==> config.mk <==
export PLATFORM = sky130hd
export DESIGN_NAME = qspi_master
export DESIGN_NICKNAME = d
export VERILOG_FILES = /design/src/rtl/qspi_pkg.sv /design/src/rtl/qspi_fifo.sv /design/src/rtl/qspi_shifter.sv /design/src/rtl/qspi_master.sv
export SDC_FILE = /design/constraint.sdc
export NUM_CORES = 1
export LEC_CHECK = 0
export ABC_AREA = 1
export BUFFER_PORTS_ARGS = -buffer_cell sky130_fd_sc_hd__buf_2
export CAP_MARGIN = 20
export CORE_UTILIZATION = 54
export DETAILED_ROUTE_END_ITERATION = 8
export PLACE_DENSITY_LB_ADDON = 0.12
export SLEW_MARGIN = 20
export SYNTH_ARGS = -nofsm -noshare
export SYNTH_HDL_FRONTEND = slang
export SYNTH_HIERARCHICAL = 1
export SYNTH_SLANG_ARGS = --single-unit
==> constraint.sdc <==
create_clock -name clk -period 2.2 [get_ports clk]
set_input_delay 0.11 -clock clk [delete_from_list [all_inputs] [get_ports clk]]
set_output_delay 0.11 -clock clk [all_outputs]
set_load 0.01 [all_outputs]
==> src/rtl/qspi_pkg.sv <==
package qspi_pkg;
  localparam int FRAME_W = 16;
  localparam int ADDR_W  = 3;
  localparam int DATA_W  = 32;

  localparam logic [ADDR_W-1:0] A_CTRL   = 3'd0;
  localparam logic [ADDR_W-1:0] A_STATUS = 3'd1;
  localparam logic [ADDR_W-1:0] A_COUNT  = 3'd2;
  localparam logic [ADDR_W-1:0] A_PUSH   = 3'd3;
  localparam logic [ADDR_W-1:0] A_RXDATA = 3'd4;

  typedef struct packed {
    logic               clr_cnt;
    logic               last;
    logic [FRAME_W-1:0] data;
  } tx_entry_t;
endpackage

==> src/rtl/qspi_fifo.sv <==
module qspi_fifo #(
  parameter int W     = 18,
  parameter int DEPTH = 4
) (
  input  logic                         clk,
  input  logic                         rst,
  input  logic                         flush,
  input  logic                         push,
  input  logic [W-1:0]                 din,
  input  logic                         pop,
  output logic [W-1:0]                 dout,
  output logic [$clog2(DEPTH+1)-1:0]   count,
  output logic                         full,
  output logic                         empty
);
  localparam int AW = (DEPTH > 1) ? $clog2(DEPTH) : 1;
  localparam int CW = $clog2(DEPTH+1);

  logic [W-1:0]  mem [DEPTH];
  logic [AW-1:0] wr_ptr, rd_ptr;
  logic          do_push, do_pop;

  function automatic logic [AW-1:0] bump(input logic [AW-1:0] p);
    return (p == AW'(DEPTH-1)) ? '0 : p + 1'b1;
  endfunction

  assign full    = (count == CW'(DEPTH));
  assign empty   = (count == '0);
  assign do_push = push && !full && !flush;
  assign do_pop  = pop && !empty && !flush;
  assign dout    = mem[rd_ptr];

  always_ff @(posedge clk) begin
    if (do_push) mem[wr_ptr] <= din;
  end

  always_ff @(posedge clk) begin
    if (rst || flush) begin
      wr_ptr <= '0;
      rd_ptr <= '0;
      count  <= '0;
    end else begin
      if (do_push) wr_ptr <= bump(wr_ptr);
      if (do_pop)  rd_ptr <= bump(rd_ptr);
      case ({do_push, do_pop})
        2'b10:   count <= count + 1'b1;
        2'b01:   count <= count - 1'b1;
        default: count <= count;
      endcase
    end
  end

  // occupancy never exceeds the depth
  a_r4_no_overflow: assert property (@(posedge clk) disable iff (rst)
    count <= CW'(DEPTH));
  // a flush leaves the FIFO empty on the next cycle
  a_r7_flush_empties: assert property (@(posedge clk) disable iff (rst)
    flush |=> (count == '0));
endmodule

==> src/rtl/qspi_shifter.sv <==
module qspi_shifter #(
  parameter int W       = 16,
  parameter int CLK_DIV = 4
) (
  input  logic         clk,
  input  logic         rst,
  input  logic         go,
  input  logic [W-1:0] load_data,
  output logic         take,
  output logic         done,
  output logic [W-1:0] rx_word,
  output logic         sck,
  output logic         cs_n,
  output logic         mosi,
  input  logic         miso
);
  localparam int HALF = CLK_DIV / 2;
  localparam int DW   = (HALF > 1) ? $clog2(HALF) : 1;
  localparam int BW   = $clog2(W);

  logic          busy;
  logic [DW-1:0] div_cnt;
  logic [BW-1:0] bit_cnt;
  logic [W-1:0]  tx_sh, rx_sh;

  assign take = go && !busy;
  assign mosi = tx_sh[W-1];

  always_ff @(posedge clk) begin
    if (rst) begin
      busy    <= 1'b0;
      cs_n    <= 1'b1;
      sck     <= 1'b0;
      done    <= 1'b0;
      div_cnt <= '0;
      bit_cnt <= '0;
      tx_sh   <= '0;
      rx_sh   <= '0;
      rx_word <= '0;
    end else begin
      done <= 1'b0;
      if (!busy) begin
        if (go) begin
          busy    <= 1'b1;
          cs_n    <= 1'b0;
          sck     <= 1'b0;
          tx_sh   <= load_data;
          div_cnt <= '0;
          bit_cnt <= '0;
        end
      end else if (div_cnt == DW'(HALF-1)) begin
        div_cnt <= '0;
        if (!sck) begin
          sck   <= 1'b1;
          rx_sh <= {rx_sh[W-2:0], miso};
        end else begin
          sck <= 1'b0;
          if (bit_cnt == BW'(W-1)) begin
            busy    <= 1'b0;
            cs_n    <= 1'b1;
            done    <= 1'b1;
            rx_word <= rx_sh;
          end else begin
            bit_cnt <= bit_cnt + 1'b1;
            tx_sh   <= tx_sh << 1;
          end
        end
      end else begin
        div_cnt <= div_cnt + 1'b1;
      end
    end
  end

  // clock idles low outside a frame
  a_r1_sck_idle_low: assert property (@(posedge clk) disable iff (rst)
    cs_n |-> !sck);
  // data out holds across a rising clock edge
  a_r1_mosi_hold: assert property (@(posedge clk) disable iff (rst)
    (!cs_n && $rose(sck)) |-> $stable(mosi));
  // a frame ends with chip select released
  a_r1_done_releases_cs: assert property (@(posedge clk) disable iff (rst)
    done |-> cs_n);
endmodule

==> src/rtl/qspi_master.sv <==
module qspi_master
  import qspi_pkg::*;
#(
  parameter int DEPTH   = 4,
  parameter int CLK_DIV = 4,
  parameter int CNT_W   = 16
) (
  input  logic              clk,
  input  logic              rst,
  input  logic              bus_sel,
  input  logic              bus_wr,
  input  logic [ADDR_W-1:0] bus_addr,
  input  logic [DATA_W-1:0] bus_wdata,
  output logic [DATA_W-1:0] bus_rdata,
  output logic              spi_sck,
  output logic              spi_cs_n,
  output logic              spi_mosi,
  input  logic              spi_miso,
  output logic              tx_dma_req,
  output logic              rx_dma_req
);
  localparam int EW = $bits(tx_entry_t);
  localparam int CW = $clog2(DEPTH+1);

  // gated bus: nothing toggles inside unless selected
  logic [ADDR_W-1:0] a_g;
  logic [DATA_W-1:0] wd_g;
  logic              wr_g, rd_g;
  assign a_g  = bus_sel ? bus_addr : '0;
  assign wd_g = bus_sel ? bus_wdata : '0;
  assign wr_g = bus_sel && bus_wr;
  assign rd_g = bus_sel && !bus_wr;

  logic             dis_q, stop_q, cur_last, cur_clr;
  logic [CNT_W-1:0] fcnt;

  logic wr_ctrl, wr_stat, wr_cnt, wr_push, rd_pop;
  assign wr_ctrl = wr_g && (a_g == A_CTRL);
  assign wr_stat = wr_g && (a_g == A_STATUS) && !dis_q;
  assign wr_cnt  = wr_g && (a_g == A_COUNT)  && !dis_q;
  assign wr_push = wr_g && (a_g == A_PUSH)   && !dis_q;
  assign rd_pop  = rd_g && (a_g == A_RXDATA) && !dis_q;

  logic tx_flush, rx_flush;
  assign tx_flush = wr_ctrl && !dis_q && wd_g[1];
  assign rx_flush = wr_ctrl && !dis_q && wd_g[2];

  tx_entry_t        tx_head;
  logic [EW-1:0]    tx_dout;
  logic [CW-1:0]    tx_cnt, rx_cnt;
  logic             tx_full, tx_empty, rx_full, rx_empty;
  logic [FRAME_W-1:0] rx_dout, rx_word;
  logic             go, take, sh_done;

  assign tx_head = tx_entry_t'(tx_dout);

  qspi_fifo #(.W(EW), .DEPTH(DEPTH)) u_txq (
    .clk(clk), .rst(rst), .flush(tx_flush),
    .push(wr_push), .din(wd_g[EW-1:0]),
    .pop(take), .dout(tx_dout),
    .count(tx_cnt), .full(tx_full), .empty(tx_empty)
  );

  qspi_fifo #(.W(FRAME_W), .DEPTH(DEPTH)) u_rxq (
    .clk(clk), .rst(rst), .flush(rx_flush),
    .push(sh_done), .din(rx_word),
    .pop(rd_pop), .dout(rx_dout),
    .count(rx_cnt), .full(rx_full), .empty(rx_empty)
  );

  assign go = !dis_q && !stop_q && !tx_empty && !sh_done;

  qspi_shifter #(.W(FRAME_W), .CLK_DIV(CLK_DIV)) u_shift (
    .clk(clk), .rst(rst), .go(go), .load_data(tx_head.data),
    .take(take), .done(sh_done), .rx_word(rx_word),
    .sck(spi_sck), .cs_n(spi_cs_n), .mosi(spi_mosi), .miso(spi_miso)
  );

  always_ff @(posedge clk) begin
    if (rst) begin
      dis_q    <= 1'b0;
      stop_q   <= 1'b0;
      fcnt     <= '0;
      cur_last <= 1'b0;
      cur_clr  <= 1'b0;
    end else begin
      if (wr_ctrl) dis_q <= wd_g[0];
      if (take) begin
        cur_last <= tx_head.last;
        cur_clr  <= tx_head.clr_cnt;
      end
      if (sh_done && cur_last)     stop_q <= 1'b1;
      else if (wr_stat && wd_g[0]) stop_q <= 1'b0;
      if (sh_done)     fcnt <= cur_clr ? CNT_W'(1) : fcnt + 1'b1;
      else if (wr_cnt) fcnt <= wd_g[CNT_W-1:0];
    end
  end

  logic running;
  assign running = !dis_q && !stop_q;

  always_ff @(posedge clk) begin
    if (rst) begin
      bus_rdata <= '0;
    end else if (rd_g) begin
      case (a_g)
        A_CTRL:   bus_rdata <= {31'd0, dis_q};
        A_STATUS: bus_rdata <= {8'd0, 8'(tx_cnt), 8'(rx_cnt), 5'd0,
                                !rx_empty, running, stop_q};
        A_COUNT:  bus_rdata <= DATA_W'(fcnt);
        A_RXDATA: bus_rdata <= DATA_W'(rx_dout);
        default:  bus_rdata <= '0;
      endcase
    end
  end

  assign tx_dma_req = !tx_full;
  assign rx_dma_req = !rx_empty;

  logic unused_bits;
  assign unused_bits = ^{wd_g, rx_full};

  // a frame never begins while the stop flag is set
  a_r3_no_start_when_stopped: assert property (@(posedge clk) disable iff (rst)
    $fell(spi_cs_n) |-> !$past(stop_q));
  // a last-of-queue frame raises the stop flag
  a_r3_stop_raised: assert property (@(posedge clk) disable iff (rst)
    (sh_done && cur_last) |=> stop_q);
  // each completed frame steps or restarts the counter
  a_r8_count_step: assert property (@(posedge clk) disable iff (rst)
    sh_done |=> (fcnt == ($past(cur_clr) ? CNT_W'(1) : $past(fcnt) + 1'b1)));
  // while disabled and idle, the counter is frozen
  a_r10_disabled_count_hold: assert property (@(posedge clk) disable iff (rst)
    (dis_q && !sh_done) |=> $stable(fcnt));
endmodule

==> results of run 1 <==
## flip-flops by register name, summed over array words and instances, names as in the netlist, named ones only
signal,cells
u_shift/tx_sh,16
u_rxq/mem,64
u_txq/count,3
u_shift/rx_word,16
u_rxq/wr_ptr,2
bus_rdata,19
cur_clr,1
cur_last,1
u_shift/busy,1
u_shift/bit_cnt,4
fcnt,16
dis_q,1
u_txq/mem,72
u_rxq/rd_ptr,2
stop_q,1
u_txq/wr_ptr,2
u_shift/cs_n,1
u_txq/rd_ptr,2
u_shift/rx_sh,16
u_shift/sck,1
u_rxq/count,3
u_shift/done,1
u_shift/div_cnt,1
## critical path: stages (launching register included)
cell     delay, ps
dfxtp_2        330
nor2_2          50
nand2_2         60
inv_2           40
nor4_4         270
nand2_2         90
inv_2           60
inv_2           40
nor2_4          90
nand2_2         80
inv_2           70
ha_4           130
inv_2           40
fa_2           340
nand2_1         90
nand3_1         70
nand2_1         60
inv_1           40
nor2_1          80
## placed cells by master (no fill, tap or decap), types with 2 or more instances in the layout
| master | count |
|---|---|
| nand3_1 | 52 |
| a21oi_1 | 48 |
| buf_2 | 49 |
| edfxtp_1 | 136 |
| clkinv_4 | 2 |
| dfxtp_2 | 4 |
| clkbuf_16 | 27 |
| ha_1 | 13 |
| o21ai_1 | 43 |
| o21ai_0 | 115 |
| o21bai_1 | 2 |
| dlygate4sd3_1 | 15 |
| nand4_1 | 8 |
| nor3_1 | 3 |
| clkbuf_8 | 2 |
| inv_2 | 14 |
| clkinv_1 | 5 |
| nor2_1 | 195 |
| nand2_2 | 11 |
| inv_4 | 2 |
| nand3b_1 | 2 |
| nand2_1 | 229 |
| buf_12 | 5 |
| conb_1 | 13 |
| clkbuf_1 | 3 |
| buf_4 | 48 |
| nor2_4 | 6 |
| o22ai_1 | 36 |
| bufinv_16 | 5 |
| nor2_2 | 6 |
| inv_1 | 87 |
| clkinv_2 | 4 |
| dfxtp_1 | 110 |
## layout make-up
cell class / instances / area [µm²]
tap: 265 / 331.6
fill: 1655 / 6949
timing repair buffer: 117 / 855.8
clock buffer: 32 / 714.4
multi-input combinational: 793 / 3751
sequential: 250 / 6371
clock inverter: 16 / 205.2
inverter: 105 / 411.6
## power by group
part           internal (mW)  switching, mW  leakage, nW
clock                   2.88           1.75        0.449
combinational          0.124          0.236         2.62
sequential              4.93         0.0231         2.17
total                   7.94           2.01         5.24
## how the worst max path moves through the flow
stage | from | to | slack, ps | depth (start not counted)
floorplan | u_txq/count[1] | u_txq/count[2] | -30 | 19
global placement | bus_sel | u_rxq/count[2] | -70 | 17
detailed placement | bus_sel | u_rxq/count[2] | -90 | 17
CTS | dis_q | u_rxq/count[2] | 60 | 14
global route | u_txq/count[0] | u_txq/count[2] | -40 | 19
finish | u_txq/count[0] | u_txq/count[2] | 70 | 18
## metal layers
metal,up-vias,track usage,part of all wire,wire length [µm]
li1,4167,-,-,-
met3,41,0.03266,0.049,1223
met5,-,0,0,0
met1,3842,0.3171,0.44,10980
met2,200,0.4274,0.48,11970
met4,0,0.08623,0.028,690
## stage by stage
stage	power (mW)	cell area, µm²
detailed placement	5.388	11510
floorplan	5.280	10930
global route	10.23	12640
global placement	5.384	11510
finish	9.952	12640
CTS	10.01	12580
## repair_timing
item	CTS	global route
gates resized for setup	0	10
endpoints found under the setup margin	1	3
hold endpoints to repair	54	0
setup buffers	0	4
pin swaps	1	8
hold buffers	15	0
==> impl_metrics.json, run 1 <==
{
  "rows": 51,
  "final.min_clock_period_ps": 2126,
  "num_vias": 8250,
  "dr.pass1.iters": 6,
  "fin_cells": 1578,
  "place_congestion": 0.8873,
  "port-buffer-count": 49,
  "grt_pass1_vias": 7676,
  "synth_area_per_cell_um2": 9.057,
  "drv_cap": 0,
  "fin_util": 0.6453,
  "initial_core_util": 0.5539,
  "grt_max_degree": 38,
  "place_ws_ps": -85.81,
  "ys_warn_count": 6,
  "cp-end-kind": "register",
  "syn_inst": 1198,
  "drive_gt1_frac": 0.1485,
  "nets": 1349,
  "hpwl_mm": 16.65,
  "worstSkewPairLatency_ps": 520,
  "drt_iter0_markers": 408,
  "die_y_um": 143.8,
  "antenna_found_initial": 0,
  "reg2regPathDepth": 18,
  "max_freq_mhz": 470.3,
  "rr_startpoint": "u_txq/count[0]",
  "timing.rr.end": "u_txq/count[2]",
  "die_x_um": 143.8,
  "ant_nets": 0,
  "grtUsageTotal": 0.2468,
  "holdWs_ps": 23.13,
  "grt_pass1_wl_mm": 38.90,
  "whs_endpoint": "u_txq/mem[2][7]",
  "powerDensity_nw_per_um2": 787.3,
  "worst_hold_path_type": "input pin to register",
  "rsz0062_at_grt": "yes",
  "hold_start": "bus_wdata[7]",
  "finalCritPeriodShare": 0.9665,
  "mappedNetlistArea_um2": 10850,
  "vdd.ir_drop.worst_mv": 0.6508,
  "worst_slack_ps": 73.80,
  "worst_slew_pin_slew_ps": 536.0,
  "cp_max_fo": 2,
  "viasPerCell": 5.228,
  "cts_tree": "done",
  "setup-violations-final": 0,
  "wirelength_mm": 24.86,
  "clockBufferDepth": 3,
  "post-route-drc-count": 0,
  "worstPathArrival_ps": 2580,
  "finalMaxSlewViolations": 0,
  "fin_worst_skew_ps": 9.083,
  "wl_per_cell_um": 15.76,
  "antenna_cells": 0,
  "root_buffer": "clkbuf_16",
  "worstSetupStartpointType": "register",
  "path_clk_slew_ps": 60,
  "die-area_um2": 20660,
  "numPlacedInstances": 1511,
  "rrSetupSlack_ps": 70,
  "critPathKind": "register to register",
  "final_hold_viol_count": 0,
  "leakage_nw": 5.239,
  "required_ps": 2660,
  "core_um2": 19590,
  "status": "completed",
  "syn_to_final_growth_pct": 16.50,
  "boundaryPins": 77,
  "htree_levels": 1,
  "slew_headroom": 0.6423,
  "setup_tns_ps": 0,
  "holdPathStages": 3,
  "clock-sinks": 250,
  "grt_overflow": 0,
  "cts_made_buffers": 26
}
(Power assumes the default switching activity.)
==> inputs of run 2 (changes only) <==
Settings changed: CORE_UTILIZATION 54 to 40, CTS_CLUSTER_SIZE from default to 10.
Clock period 2.2 ns to 2.7 ns, I/O delays scaled along.
==> impl_metrics.json, run 2 (synthesis gave the netlist of run 1 again) <==
{
  "die_y_um": 166.7,
  "wl_per_cell_um": 16.11,
  "power_mw": 7.858,
  "numPlacedInstances": 1557,
  "path_clk_slew_ps": 60,
  "die_x_um": 166.7,
  "grt_max_degree": 38,
  "crit_path_frequent_cell": "inv_1",
  "powerDensity_nw_per_um2": 641.8,
  "critPathKind": "register to register",
  "worst_slack_ps": 163.2,
  "crit_family": "simple AND/OR/NAND/NOR gates",
  "grtUsageTotal": 0.1875,
  "cts_made_buffers": 29,
  "rows": 59,
  "wirelength_mm": 26.03,
  "holdPathStages": 3,
  "setup-violations-final": 0,
  "layout_common_cells": "nand2_1 (231), nor2_1 (197), edfxtp_1 (136)",
  "largest_reg_flops": 72,
  "ant_nets": 0,
  "drive_gt1_frac": 0.1109,
  "cp_cell_sequence": "nor2_1, nand2_1, inv_1, nor4_2, buf_4, nand2_2, inv_1, inv_1, nor2_2, nand2_1, inv_1, ha_1, inv_1, fa_1, nand2_1, nand3_1, nand2_1, inv_1, nor2_1",
  "placed_area_um2": 11330,
  "reg2regPathDepth": 19,
  "grt_pass1_vias": 7656,
  "place_ws_ps": 211.3,
  "boundaryPins": 77,
  "htree_levels": 1,
  "required_ps": 3170,
  "final_common_cell": "nand2_1",
  "reg.largest.list": "u_txq/mem (72), u_rxq/mem (64), bus_rdata (19)",
  "core_um2": 26350,
  "root_buffer": "clkbuf_16",
  "setup_tns_ps": 0,
  "fin_worst_skew_ps": 24.89,
  "clock-sinks": 250,
  "worst_hold_path_type": "input pin to register",
  "cp-end-kind": "register",
  "place_congestion": 0.8055,
  "leakage_nw": 5.014,
  "slew_headroom": 0.5613,
  "rr_startpoint": "u_txq/count[1]",
  "timing.rr.end": "u_txq/count[2]",
  "vdd.ir_drop.worst_mv": 0.5253,
  "cts_tree": "done",
  "cts_setup_buffers": 0,
  "final.min_clock_period_ps": 2537,
  "worstPathArrival_ps": 3010,
  "antenna_found_initial": 0,
  "critPathBufInv": 7,
  "initial_core_util": 0.4117,
  "status": "completed",
  "drv_cap": 0,
  "max_freq_mhz": 394.2,
  "design_area_um2": 12240,
  "holdWs_ps": 10.64,
  "cp_max_fo": 4,
  "final_hold_viol_count": 0,
  "worst_slew_pin_slew_ps": 657.4,
  "fin_cells": 1616,
  "viasPerCell": 4.999,
  "hpwl_mm": 16.96,
  "port-buffer-count": 49,
  "nets": 1314,
  "worstSetupStartpointType": "register",
  "finalCritPeriodShare": 0.9396,
  "post-route-drc-count": 0,
  "grt_pass1_wl_mm": 41.39,
  "finalMaxSlewViolations": 0,
  "drt_iter0_markers": 571,
  "top_register": "u_txq/mem",
  "whs_endpoint": "u_txq/mem[2][5]",
  "dr.pass1.iters": 5,
  "antenna_cells": 0,
  "slowest_stage": "fa_1",
  "hold_start": "bus_wdata[5]",
  "syn_to_final_growth_pct": 12.85,
  "fin_util": 0.4646,
  "rrSetupSlack_ps": 160,
  "grt_overflow": 0,
  "critPathMaxStageDelay_ps": 390,
  "worstSkewPairLatency_ps": 550,
  "die-area_um2": 27790,
  "clockBufferDepth": 3,
  "num_vias": 8079
}
==> run 2: cell count changes in the layout (fill, tap and decap cells not counted), sizes merged <==
cell         before  now
bufinv            5    0
buf             102   74
clkinv           11    2
clkbuf           32   52
inv             104  105
clkinvlp          1    0
dlygate4sd3      15    5
==> run 2: report_power, final <==
| group | internal (mW) | switching [mW] |
|---|---|---|
| Combinational | 0.0828 | 0.185 |
| Clock | 2.08 | 1.47 |
| Sequential | 4.02 | 0.0188 |
==> run 2: cell type report <==
cell class | count | area [µm²]
clock buffers | 52 | 842.1
clock inverters | 2 | 13.76
fillers | 2577 | 14110
inverters | 105 | 411.6
multi-input cells | 793 | 3696
flip-flops and latches | 250 | 6366
well taps | 335 | 419.2
repair buffers | 79 | 495.5
==> run 2: timing repair <==
item                       4_1_cts  5_1_grt
hold buffers                     5        0
resized for setup                0        1
hold endpoints to repair        15        0
setup endpoints to repair        0        1
==> run 2: how the worst max path moves through the flow <==
stage                   start        endpoint  slack (ps)  cells after the start
6_report       u_txq/count[1]  u_txq/count[2]         160                     19
5_1_grt        u_txq/count[0]  u_txq/count[2]         -90                     19
2_1_floorplan     bus_addr[2]  u_txq/count[2]         350                     15
4_1_cts        u_txq/count[1]  u_txq/count[2]         180                     20
3_3_place_gp          bus_sel  u_rxq/count[2]         260                     17
3_5_place_dp          bus_sel  u_rxq/count[2]         210                     17
==> run 2: routing by layer <==
metal | vias up | GRT usage | wire length, µm
met2 | 130 | 0.3177 | 12200
li1 | 4095 | - | -
met3 | 39 | 0.02234 | 891
met5 | - | 0 | 0
met4 | 0 | 0.05596 | 690
met1 | 3815 | 0.2516 | 12250
==> run 2: worst register-to-register path: stages (launching register included) <==
cell     delay [ps]
dfxtp_1         370
nor2_1           80
nand2_1         140
inv_1            80
nor4_2          150
buf_4           180
nand2_2          60
inv_1            80
inv_1            50
nor2_2          120
nand2_1         110
inv_1            70
ha_1            160
inv_1            70
fa_1            390
nand2_1         120
nand3_1          80
nand2_1          60
inv_1            40
nor2_1           80
